$ cat src/rtl/cmb_pkg.sv
package cmb_pkg;

    // Comparator inputs carried together through the synchroniser
    typedef struct packed {
        logic fb_low;
        logic ilim;
        logic trip;
    } cmp_vec_t;

    localparam int unsigned CMP_W = $bits(cmp_vec_t);

    typedef enum logic [1:0] {
        PH_IDLE = 2'd0,
        PH_ON   = 2'd1,
        PH_DONE = 2'd2
    } gate_phase_e;

    function automatic int unsigned period_from_rates(input int unsigned sys_khz,
                                                      input int unsigned sw_khz);
        return sys_khz / sw_khz;
    endfunction

    function automatic int unsigned on_limit(input int unsigned period,
                                             input int unsigned pct);
        return (period * pct) / 100;
    endfunction

endpackage

$ cat src/rtl/cmb_sync.sv
module cmb_sync #(
    parameter int unsigned W      = 3,
    parameter int unsigned STAGES = 2
) (
    input  logic         clk,
    input  logic         rst,
    input  logic [W-1:0] d,
    output logic [W-1:0] q
);
    for (genvar b = 0; b < W; b++) begin : g_bit
        logic [STAGES-1:0] chain;
        always_ff @(posedge clk) begin
            if (rst) chain <= '0;
            else     chain <= {chain[STAGES-2:0], d[b]};
        end
        assign q[b] = chain[STAGES-1];
    end
endmodule

$ cat src/rtl/cmb_period_timer.sv
module cmb_period_timer #(
    parameter int unsigned PERIOD = 208,
    parameter int unsigned CNT_W  = $clog2(PERIOD)
) (
    input  logic             clk,
    input  logic             rst,
    input  logic             en,
    output logic [CNT_W-1:0] cnt
);
    localparam logic [CNT_W-1:0] LAST = CNT_W'(PERIOD - 1);

    always_ff @(posedge clk) begin
        if (rst || !en)      cnt <= '0;
        else if (cnt == LAST) cnt <= '0;
        else                 cnt <= cnt + 1'b1;
    end


    wrap_chk: assert property (@(posedge clk) disable iff (rst)
        (en && cnt == LAST) |=> (cnt == '0));
endmodule

$ cat src/rtl/cmb_fault_qual.sv
module cmb_fault_qual (
    input  logic clk,
    input  logic rst,
    input  logic en,
    input  logic ss_active,
    input  logic fb_low,
    output logic fault,
    output logic kill
);
    logic fault_q;
    logic fault_set;

    assign fault_set = en && !ss_active && fb_low;

    always_ff @(posedge clk) begin
        if (rst || !en) fault_q <= 1'b0;
        else            fault_q <= fault_q | fault_set;
    end

    assign fault = fault_q;
    assign kill  = fault_q | fault_set;


    ss_mask_chk: assert property (@(posedge clk) disable iff (rst)
        (ss_active && !fault) |=> !fault);

    fault_clear_chk: assert property (@(posedge clk) disable iff (rst)
        !en |=> !fault);

    fault_hold_chk: assert property (@(posedge clk) disable iff (rst)
        (fault && en) |=> fault);
endmodule

$ cat src/rtl/cmb_gate_ctrl.sv
module cmb_gate_ctrl
    import cmb_pkg::*;
#(
    parameter int unsigned CNT_W  = 8,
    parameter int unsigned MAX_ON = 176,
    parameter int unsigned BLANK  = 6
) (
    input  logic             clk,
    input  logic             rst,
    input  logic             en,
    input  logic             kill,
    input  logic [CNT_W-1:0] cnt,
    input  logic             trip,
    input  logic             ilim,
    output logic             gate,
    output logic             cyc_stb
);
    localparam logic [CNT_W-1:0] ON_CAP  = CNT_W'(MAX_ON);
    localparam logic [CNT_W-1:0] BLK_END = CNT_W'(BLANK);

    gate_phase_e phase_q, phase_d;
    logic        stb_q;
    logic        unblanked;
    logic        end_req;

    assign unblanked = (cnt >= BLK_END);
    assign end_req   = (unblanked && (trip || ilim)) || (cnt >= ON_CAP);

    always_comb begin
        phase_d = phase_q;
        if (!en || kill)                         phase_d = PH_IDLE;
        else if (cnt == '0)                      phase_d = PH_ON;
        else if (phase_q == PH_ON && end_req)    phase_d = PH_DONE;
    end

    always_ff @(posedge clk) begin
        if (rst) begin
            phase_q <= PH_IDLE;
            stb_q   <= 1'b0;
        end else begin
            phase_q <= phase_d;
            stb_q   <= en && !kill && (cnt == '0);
        end
    end

    assign gate    = (phase_q == PH_ON);
    assign cyc_stb = stb_q;

    // Run length of the current on-time, kept for the duty check
    logic [CNT_W:0] on_len;
    always_ff @(posedge clk) begin
        if (rst || !gate) on_len <= '0;
        else              on_len <= on_len + 1'b1;
    end


    max_on_chk: assert property (@(posedge clk) disable iff (rst)
        gate |-> (on_len < (CNT_W+1)'(MAX_ON)));

    idle_chk: assert property (@(posedge clk) disable iff (rst)
        !en |=> (!gate && !cyc_stb));

    rise_at_start_chk: assert property (@(posedge clk) disable iff (rst)
        $rose(gate) |-> cyc_stb);

    ilim_end_chk: assert property (@(posedge clk) disable iff (rst)
        (gate && ilim && unblanked) |=> !gate);

    blank_hold_chk: assert property (@(posedge clk) disable iff (rst)
        (gate && en && !kill && !unblanked) |=> gate);
endmodule

$ cat src/rtl/cm_boost_pwm.sv
module cm_boost_pwm
    import cmb_pkg::*;
#(
    parameter int unsigned SYS_CLK_KHZ  = 250000,
    parameter int unsigned SW_FREQ_KHZ  = 1200,
    parameter int unsigned MAX_DUTY_PCT = 85,
    parameter int unsigned BLANK_CLKS   = 6,
    parameter int unsigned SYNC_STAGES  = 2
) (
    input  logic clk,
    input  logic rst,
    input  logic en_i,
    input  logic ss_active_i,
    input  logic pwm_trip_i,
    input  logic ilim_i,
    input  logic fb_low_i,
    output logic gate_o,
    output logic cyc_start_o,
    output logic fault_o
);
    localparam int unsigned PERIOD = period_from_rates(SYS_CLK_KHZ, SW_FREQ_KHZ);
    localparam int unsigned MAX_ON = on_limit(PERIOD, MAX_DUTY_PCT);
    localparam int unsigned CNT_W  = $clog2(PERIOD);

    cmp_vec_t raw_cmp, sync_cmp;
    logic [CNT_W-1:0] cnt;
    logic kill;

    assign raw_cmp = '{fb_low: fb_low_i, ilim: ilim_i, trip: pwm_trip_i};

    cmb_sync #(.W(CMP_W), .STAGES(SYNC_STAGES)) sync_i (
        .clk(clk), .rst(rst), .d(raw_cmp), .q(sync_cmp)
    );

    cmb_period_timer #(.PERIOD(PERIOD), .CNT_W(CNT_W)) timer_i (
        .clk(clk), .rst(rst), .en(en_i), .cnt(cnt)
    );

    cmb_fault_qual fault_i (
        .clk(clk), .rst(rst), .en(en_i), .ss_active(ss_active_i),
        .fb_low(sync_cmp.fb_low), .fault(fault_o), .kill(kill)
    );

    cmb_gate_ctrl #(.CNT_W(CNT_W), .MAX_ON(MAX_ON), .BLANK(BLANK_CLKS)) gate_i (
        .clk(clk), .rst(rst), .en(en_i), .kill(kill), .cnt(cnt),
        .trip(sync_cmp.trip), .ilim(sync_cmp.ilim),
        .gate(gate_o), .cyc_stb(cyc_start_o)
    );


    fault_gate_off_chk: assert property (@(posedge clk) disable iff (rst)
        fault_o |-> !gate_o);

    fault_no_stb_chk: assert property (@(posedge clk) disable iff (rst)
        fault_o |-> !cyc_start_o);
endmodule

$ cat config.mk
export PLATFORM = sky130hd
export DESIGN_NAME = cm_boost_pwm
export DESIGN_NICKNAME = d
export VERILOG_FILES = /design/src/rtl/cmb_pkg.sv /design/src/rtl/cmb_sync.sv /design/src/rtl/cmb_period_timer.sv /design/src/rtl/cmb_fault_qual.sv /design/src/rtl/cmb_gate_ctrl.sv /design/src/rtl/cm_boost_pwm.sv
export SDC_FILE = /design/constraint.sdc
export NUM_CORES = 1
export LEC_CHECK = 0
export BUFFER_PORTS_ARGS = -buffer_cell sky130_fd_sc_hd__buf_4
export CORE_MARGIN = 5
export CORE_UTILIZATION = 47
export DETAILED_ROUTE_END_ITERATION = 8
export PLACE_DENSITY = 0.68
export SETUP_SLACK_MARGIN = 0.15
export SLEW_MARGIN = 20
export SYNTH_ARGS = -nofsm -noshare
export SYNTH_HDL_FRONTEND = slang
export SYNTH_SLANG_ARGS = --single-unit
$ cat constraint.sdc
create_clock -name clk -period 1.36 [get_ports clk]
set_input_delay 0.068 -clock clk [delete_from_list [all_inputs] [get_ports clk]]
set_output_delay 0.068 -clock clk [all_outputs]
set_load 0.03 [all_outputs]
-- Yosys cells after proc, flatten, opt, wreduce, memory -nomap -nowiden
Cells that the tools add are included.
- flip-flop bits (word level): 18
- bits of input ports: 7
- equal/unequal tests: 2
- bitwise operators: 1
- reduce and logical (&&, ||, !) cells: 18
- add/subtract/negate cells: 1
- $lt $le $gt $ge: 2
- muxes and demuxes: 2
- operators by type and width (kind ; number):
    adder 8 x 1 -> 8 bit (second input constant) ; 1
    equality test 8 bit (second input constant) ; 1
    >= comparator 8 x 3 -> 1 bit (second input constant) ; 1
    >= comparator 8 bit (second input constant) ; 1
    logical NOT 8 bit ; 1
    logical AND 1 bit ; 6
    logical OR 1 bit ; 4
    OR reduction 2 bit ; 2
    logical NOT 1 bit ; 3
    OR reduction 3 bit ; 1
    equality test 2 x 1 -> 1 bit (second input constant) ; 1
    two-way mux 1 bit ; 2
    nonzero test 2 bit ; 1
    bitwise OR 1 bit ; 1

-- Logic depth before layout (Yosys ltp)
Gate-level depths: netlist (run 1).
- depth after elaboration: 7
- mapped depth: 5
- gate-level depth less buffers: 5

-- Modules after synthesis
From an unflattened synthesis (run 1), not the netlist that was laid out.
- cell total of the unflattened synthesis: 79
- area, all modules: 765.7 µm²
- by module, submodules not included (module ; cells an instance ; sequential area each (µm²) ; instances ; area an instance (µm²)):
    cmb_period_timer ; 37 ; 160.2 ; 1 ; 337.8
    cmb_gate_ctrl ; 22 ; 60.1 ; 1 ; 191.4
    cmb_sync ; 15 ; 120.1 ; 1 ; 180.2
    cmb_fault_qual ; 5 ; 20.0 ; 1 ; 56.3

-- Worst setup path before layout (run 1)
OpenSTA, ideal clock, no wires.
- kind: reg2reg
- start point: register gate_i.phase_q[0]
- end point: register gate_i.phase_q[1]
- stages on the path, launching flop included: 5
- slack: -0.045 ns
- arrival time: 1.345 ns
- required time: 1.300 ns
- cells stage by stage: dfxtp_1 nor2b_1 o21ai_0 a21oi_2 o311a_1
- cells in the longest elaborated chain, start to end: 2
- ends and longest elaborated chain (element ; RTL line ; text):
    from (decl) ; cmb_gate_ctrl.sv:21 ; gate_phase_e phase_q, phase_d;
    from (signal assigned) ; cmb_gate_ctrl.sv:41 ; phase_q <= phase_d;
    equality test 2 x 1 -> 1 bit ; - ;
    via gate_o ; cm_boost_pwm.sv:17 ; output logic gate_o,
    logical AND 1 bit ; cmb_gate_ctrl.sv:33 ; else if (phase_q == PH_ON && end_req) phase_d = PH_DONE;
The timed path passes the listed nets, and every way through them passes these cells.
A chain may end at the register's enable or synchronous reset.

-- Final worst setup path (run 1)
- start point: register timer_i.cnt[3]
- end point: register gate_i.phase_q[1]
- cells in the longest elaborated chain, start to end: 4
- elaborated cells on any way between the ends: 7
- those cells by class: 2 x order compare; 5 x reduce/logical
- ends and longest elaborated chain (element ; RTL line ; text):
    from (decl) ; cmb_period_timer.sv:8 ; output logic [CNT_W-1:0] cnt
    from (signal assigned) ; cmb_period_timer.sv:15 ; else cnt <= cnt + 1'b1;
    >= comparator 8 x 3 -> 1 bit ; cmb_gate_ctrl.sv:26 ; assign unblanked = (cnt >= BLK_END);
    logical AND 1 bit ; cmb_gate_ctrl.sv:27 ; assign end_req = (unblanked && (trip || ilim)) || (cnt >= ON_CAP);
    logical OR 1 bit ; cmb_gate_ctrl.sv:27 ;
    logical AND 1 bit ; cmb_gate_ctrl.sv:33 ;
Several ways; a longest one is shown, not always the timed one.

==> flow_metrics.py, run 1 <==
metrics = {
    "logic_synthesis": {
        "synth_cell_types": 25,
        "syn_avg_cell_area_um2": 10.17,
        "yosys.area_share.simple_pct": 24.96,
        "seq_area_frac_synth_pct": 49.91,
        "synth_top_family_by_area": "simple AND/OR/NAND/NOR gates",
        "async_reset_ff_share_pct": 0,
        "synth_area_leader_cell": "dfxtp_1",
        "synth_top_area_share_pct": 49.91,
        "synth.most_common_cell": "dfxtp_1",
        "synth_edf_count": 0,
        "synth_commonest_cells": "18 x dfxtp_1, 10 x nor2_1, 7 x nor2b_1",
        "synth-seq-cells": 18,
        "netlist_area_um2": 721.9,
        "synth-main-ff-cell": "dfxtp_1",
        "synth.net_count": 81,
        "synth.area.top_cells": "dfxtp_1 50%, nor2b_1 6.1%, ha_1 5.2%",
        "synth_compound_area_share_pct": 10.57,
        "synthAdderAreaFrac_pct": 5.199,
        "synth.area.mux_share_pct": 0,
        "synth_xor_area_share_pct": 7.279,
        "syn_inst": 71,
        "ys.warnings.count": 0,
    },
    "worst_setup_path": {
        "cp_max_fo": 4,
        "crit_buf_inv": 0,
        "worst_ep_arrival_time_ns": 1.40,
        "cp_cell_sequence": "nor4b_4, a21oi_2, o311a_1",
        "crit_path_start_kind": "register",
        "critPathCaptureType": "register",
        "cp_data_required_time_ns": 1.56,
        "slowest_delay_ns": 0.38,
        "worstSetupPathType": "register to register",
        "slowest_stage": "dfxtp_1",
        "cp_top_family": "compound AO/OA/AOI/OAI gates",
    },
    "drt": {
        "drc_errors": 0,
        "drt_pass1_iterations": 4,
        "drt-vias-per-instance": 5.073,
        "drtIter0Drc": 3,
        "wire_per_inst_um": 12.22,
        "vias": 558,
        "antenna_left": 0,
        "drt-total-wl_um": 1344,
    },
    "sta": {
        "period_minus_slack_ns": 1.204,
        "finalHoldViolCount": 0,
        "slew_violations": 0,
        "finClkSkew_ns": 0.004154,
        "tightestPinTransition_ns": 0.2759,
        "slew_headroom_pct": 81.53,
        "fin_tns_setup_ns": 0,
        "hold_slack_ns": 0.06508,
        "rsz0062_at_grt": "true",
        "clock.fmax_ghz": 0.8308,
        "finalCritPeriodShare_pct": 88.50,
        "setup_viol": 0,
        "layout_setup_ws_ns": 0.1564,
    },
    "cts": {
        "clk_pin_slew_ns": 0.10,
        "cts_made_buffers": 3,
        "tritoncts": "done",
        "cts.path.max_buffers": 2,
        "root_buffer": "clkbuf_4",
        "worstSkewPairLatency_ns": 0.30,
        "clock-sinks": 18,
        "htreeDepth": 1,
    },
    "floorplan": {
        "dieWidth_um": 49.19,
        "die_area_um2": 2420,
        "rows": 14,
        "initial_core_util_pct": 48.49,
        "core_um2": 1489,
        "die_y_um": 49.19,
        "ios": 10,
    },
    "cells_and_area": {
        "fin_cells": 110,
        "fill_cells": 123,
        "drive_above_1_share_pct": 37.23,
        "n_antenna_cell": 0,
        "layout.nets": 105,
        "syn2layout_area_growth_pct": 34.49,
        "multi_input_comb_area_um2": 379.1,
        "final_core_util_pct": 65.21,
        "seq_area_um2": 367.9,
    },
    "placed_design": {
        "dp_hpwl_um": 902.1,
        "pre_cts_ws_ns": 0.01433,
        "placedCellCount": 99,
        "io_buffers": 9,
        "gp_congestion": 0.8211,
    },
    "power": {
        "p_comb_share_pct": 8.9,
        "ir_worst_vdd_uv": 569.3,
        "p_leak_nw": 0.4127,
        "swShare_pct": 22.20,
        "powerDensity_nw_per_um2": 995.4,
        "p_clk_share_pct": 34.3,
        "p_seq_share_pct": 56.9,
        "p_sw_w": 0.0002145,
        "internal_power_w": 0.0007519,
    },
    "outcome": {
        "outcome": "finished, final reports clean",
    },
    "global_route": {
        "grt_max_degree": 11,
        "antenna_found_initial": 0,
        "grt_pass1_vias": 554,
        "grt_pass1_wl_um": 2270,
        "grt_usage_pct": 12.33,
        "grt-ovfl-total": 0,
    },
    "hold_path": {
        "hold_class": "primary input to register",
    },
    "run": {
        "drv_cap": 0,
    },
}
==> metrics by stage <==
stage / cell area (um2) / power, W
floorplan: 725.7 / 0.0006019
global placement: 835.8 / 0.0006304
detailed placement: 835.8 / 0.0006327
CTS: 940.9 / 0.0009752
global route: 970.9 / 0.001012
finish: 970.9 / 0.0009665
==> cell families after synthesis <==
logic type | Yosys count
compound gates | 10
xor+xnor | 6
fa+ha+maj | 3
buf+inv | 4
flops | 18
simple gates | 30
==> final cells by class <==
type | count | share of cell area (%)
multi-input combinational | 49 | 39.05
sequential | 18 | 37.89
timing repair buffer | 19 | 15.72
clock buffer | 4 | 3.737
tap | 16 | 2.062
inverter | 4 | 1.546
==> sequential cells by signal, summed over array words and instances, names as in the netlist <==
register,cells
sync_i.g_bit.chain,6
fault_i.fault,1
gate_i.phase_q,2
gate_i.cyc_stb,1
timer_i.cnt,8
==> metal layers <==
layer | share of wire [%] | vias up | global-route usage (%)
met5 | 0 | - | 0
met4 | 3.3 | 0 | 8.072
met3 | 3.6 | 4 | 3.670
met2 | 49 | 10 | 20.60
met1 | 44 | 259 | 13.18
li1 | - | 285 | -
==> repair_timing <==
item,4_1_cts,5_1_grt
hold endpoints to repair,6,0
hold buffers,4,0
endpoints found under the setup margin,8,9
setup buffers,1,2
gates cloned,0,0
pin swaps,5,2
resized for setup,8,4
==> tightest hold or removal path: cells and delay by family <==
kind	cells	cell delay [ns]
AND/OR/NAND/NOR	2	0.18
buffers and inverters	1	0.08
==> cell usage in the layout, fill, tap and decap left out, types with 2 or more instances in the layout <==
master / instances
ha_2: 2
dlygate4sd3_1: 4
nand2_1: 2
nor2b_1: 6
dfxtp_2: 3
buf_4: 15
nand3_1: 2
xor2_1: 4
xnor2_1: 2
inv_1: 3
dfxtp_1: 14
clkbuf_4: 3
nor2_1: 10
a21oi_1: 2
==> power groups by stage <==
| stage | Clock (W) | Sequential, W | Combinational (W) |
|---|---|---|---|
| after floorplan | 0 | 0.000566 | 0.0000359 |
| after global placement | 0 | 0.000563 | 0.0000677 |
| after detailed placement | 0 | 0.000563 | 0.0000693 |
| after CTS | 0.000343 | 0.000550 | 0.0000817 |
| after global routing | 0.000366 | 0.000553 | 0.0000939 |
| final | 0.000331 | 0.000550 | 0.0000856 |
==> path summary, 6_finish.rpt <==
check | from | endpoint | slack, ns | cells past startpoint
max | timer_i.cnt[3] | gate_i.phase_q[1] | 0.16 | 3
min | en_i | timer_i.cnt[2] | 0.07 | 3
max reg2reg | timer_i.cnt[3] | gate_i.phase_q[1] | 0.16 | 3
min reg2reg | sync_i.g_bit[1].chain[0] | sync_i.g_bit[1].chain[1] | 0.44 | 1
(Power assumes the default switching activity.)
==> run 2, diff against run 1 <==
BUFFER_PORTS_ARGS = unset   (was -buffer_cell sky130_fd_sc_hd__buf_4)
CORE_UTILIZATION = 45   (was 47)
DONT_BUFFER_PORTS = 1   (was unset)
PLACE_DENSITY = 0.6   (was 0.68)
==> run 2 against run 1 <==
Net effect:
- die area is 3.5% higher
- sequential power is 0.7% higher
- sequential share of layout area hardly changed
==> flow_metrics.py, run 2 (synthesis gave the netlist of run 1 again) <==
metrics = {
    "outcome": {
        "outcome": "finished, final reports clean",
    },
    "floorplan": {
        "ios": 10,
        "rows": 14,
        "dieWidth_um": 50.06,
        "die_area_um2": 2506,
        "core_um2": 1506,
        "die_y_um": 50.06,
        "initial_core_util_pct": 47.92,
    },
    "worst_setup_path": {
        "worst_ep_arrival_time_ns": 1.41,
        "crit_buf_inv": 1,
        "slowest_stage": "dfxtp_4",
        "slowest_delay_ns": 0.39,
        "cp_data_required_time_ns": 1.55,
        "cp_top_family": "compound AO/OA/AOI/OAI gates",
        "crit_path_start_kind": "register",
        "cp_cell_sequence": "inv_2, ha_2, o21ai_2, a21oi_2, o311a_1",
        "worstSetupPathType": "register to register",
        "critPathCaptureType": "register",
        "cp_max_fo": 4,
    },
    "cells_and_area": {
        "top_regs": "timer_i.cnt (8), sync_i.g_bit.chain (6), gate_i.phase_q (2)",
        "multi_input_comb_area_um2": 391.6,
        "final_common_cell": "dfxtp_1",
        "layout.cells.most_common_list": "14 x dfxtp_1, 11 x buf_4, 10 x nor2_1, 6 x nor2b_1, 5 x dlygate4sd3_1",
        "fill_cells": 119,
        "syn2layout_area_growth_pct": 35.53,
        "seq_area_um2": 370.4,
        "top_register": "timer_i.cnt",
        "drive_above_1_share_pct": 34.78,
        "n_antenna_cell": 0,
        "layout.nets": 103,
        "largest_register_ffs": 8,
    },
    "cts": {
        "cts.path.max_buffers": 2,
        "cts_made_buffers": 3,
        "htreeDepth": 1,
        "worstSkewPairLatency_ns": 0.29,
        "clock-sinks": 18,
        "root_buffer": "clkbuf_4",
        "clk_pin_slew_ns": 0.10,
        "tritoncts": "done",
    },
    "drt": {
        "met2_length_um": 640,
        "wl_met3_um": 50,
        "wire_per_inst_um": 12.55,
        "m1WireLength_um": 636,
        "drt_pass1_iterations": 4,
        "antenna_left": 0,
        "top_layer": "met4",
        "drc_errors": 0,
        "drtIter0Drc": 3,
        "vias": 543,
        "drt-total-wl_um": 1355,
        "drt-vias-per-instance": 5.028,
    },
    "global_route": {
        "grt_pass1_vias": 547,
        "grt_usage_pct": 11.79,
        "grt_pass1_wl_um": 2297,
        "grt-ovfl-total": 0,
        "antenna_found_initial": 0,
        "grt_max_degree": 11,
    },
    "sta": {
        "clock.fmax_ghz": 0.8165,
        "finClkSkew_ns": 0.006751,
        "rsz0062_at_grt": "true",
        "tightestPinTransition_ns": 0.2881,
        "fin_tns_setup_ns": 0,
        "period_minus_slack_ns": 1.225,
        "slew_headroom_pct": 80.77,
        "layout_setup_ws_ns": 0.1352,
        "finalHoldViolCount": 0,
        "finalCritPeriodShare_pct": 90.06,
        "slew_violations": 0,
        "setup_viol": 0,
    },
    "run": {
        "drv_cap": 0,
    },
    "power": {
        "ir_worst_vdd_uv": 721.6,
        "p_leak_nw": 0.4108,
        "powerDensity_nw_per_um2": 974.7,
    },
    "placed_design": {
        "dp_hpwl_um": 836.4,
        "io_buffers": 0,
        "pre_cts_ws_ns": 0.006765,
        "gp_congestion": 0.7046,
    },
    "hold_path": {
        "hold_class": "primary input to register",
    },
}
run 2: cell types whose count changed in the layout (fill, tap and decap cells not counted):
| cell | previous run | this run |
|---|---|---|
| ha_4 | 0 | 1 |
| ha_1 | 1 | 0 |
| buf_4 | 15 | 11 |
| dfxtp_2 | 3 | 2 |
| dlygate4sd3_1 | 4 | 5 |
| dfxtp_4 | 1 | 2 |
| dlymetal6s4s_1 | 0 | 1 |
run 2: layer usage:
layer  GRT usage (%)  vias up
met1           15.36      251
met5               0        -
met3           3.916        3
li1                -      281
met2           17.36        8
met4           5.240        0
run 2: metrics by stage:
step                util, %  power [W]  cells  instance area [um2]  hold slack, ns
CTS                   61.96  0.0009556    106                933.4         0.01918
floorplan                 -  0.0006019     71                725.7          0.1396
global placement      51.99  0.0006132     92                783.3          0.1404
finish                64.95  0.0009537    108                978.4         0.01865
global route          64.95   0.001003    108                978.4         0.03722
detailed placement    51.99  0.0006147     92                783.3          0.1428
run 2: power breakdown:
part           leakage [nW]  internal [W]  total [W]  switching, W
sequential            0.149      0.000541   0.000554     0.0000131
clock                0.0210      0.000163   0.000326      0.000162
combinational         0.240     0.0000406  0.0000741     0.0000335
run 2: final timing paths:
kind	to	cells past startpoint	startpoint	slack, ns
max	gate_i.phase_q[1]	5	timer_i.cnt[0]	0.14
min	timer_i.cnt[2]	2	rst	0.02
max reg2reg	gate_i.phase_q[1]	5	timer_i.cnt[0]	0.14
min reg2reg	sync_i.g_bit[2].chain[1]	1	sync_i.g_bit[2].chain[0]	0.44
run 2: repair_timing:
| action | 4_1_cts | 5_1_grt |
|---|---|---|
| hold buffers | 6 | 0 |
| hold endpoints to repair | 8 | 0 |
| setup endpoints to repair | 8 | 10 |
| pin swaps | 5 | 4 |
| buffers inserted | 4 | 2 |
| gates resized for setup | 6 | 9 |
run 2: area by class of cell:
cell class                 instances  area share [%]
multi-input combinational         49           40.03
sequential                        18           37.85
timing repair buffer              17           14.83
clock buffer                       4           3.708
tap                               16           2.046
inverter                           4           1.535
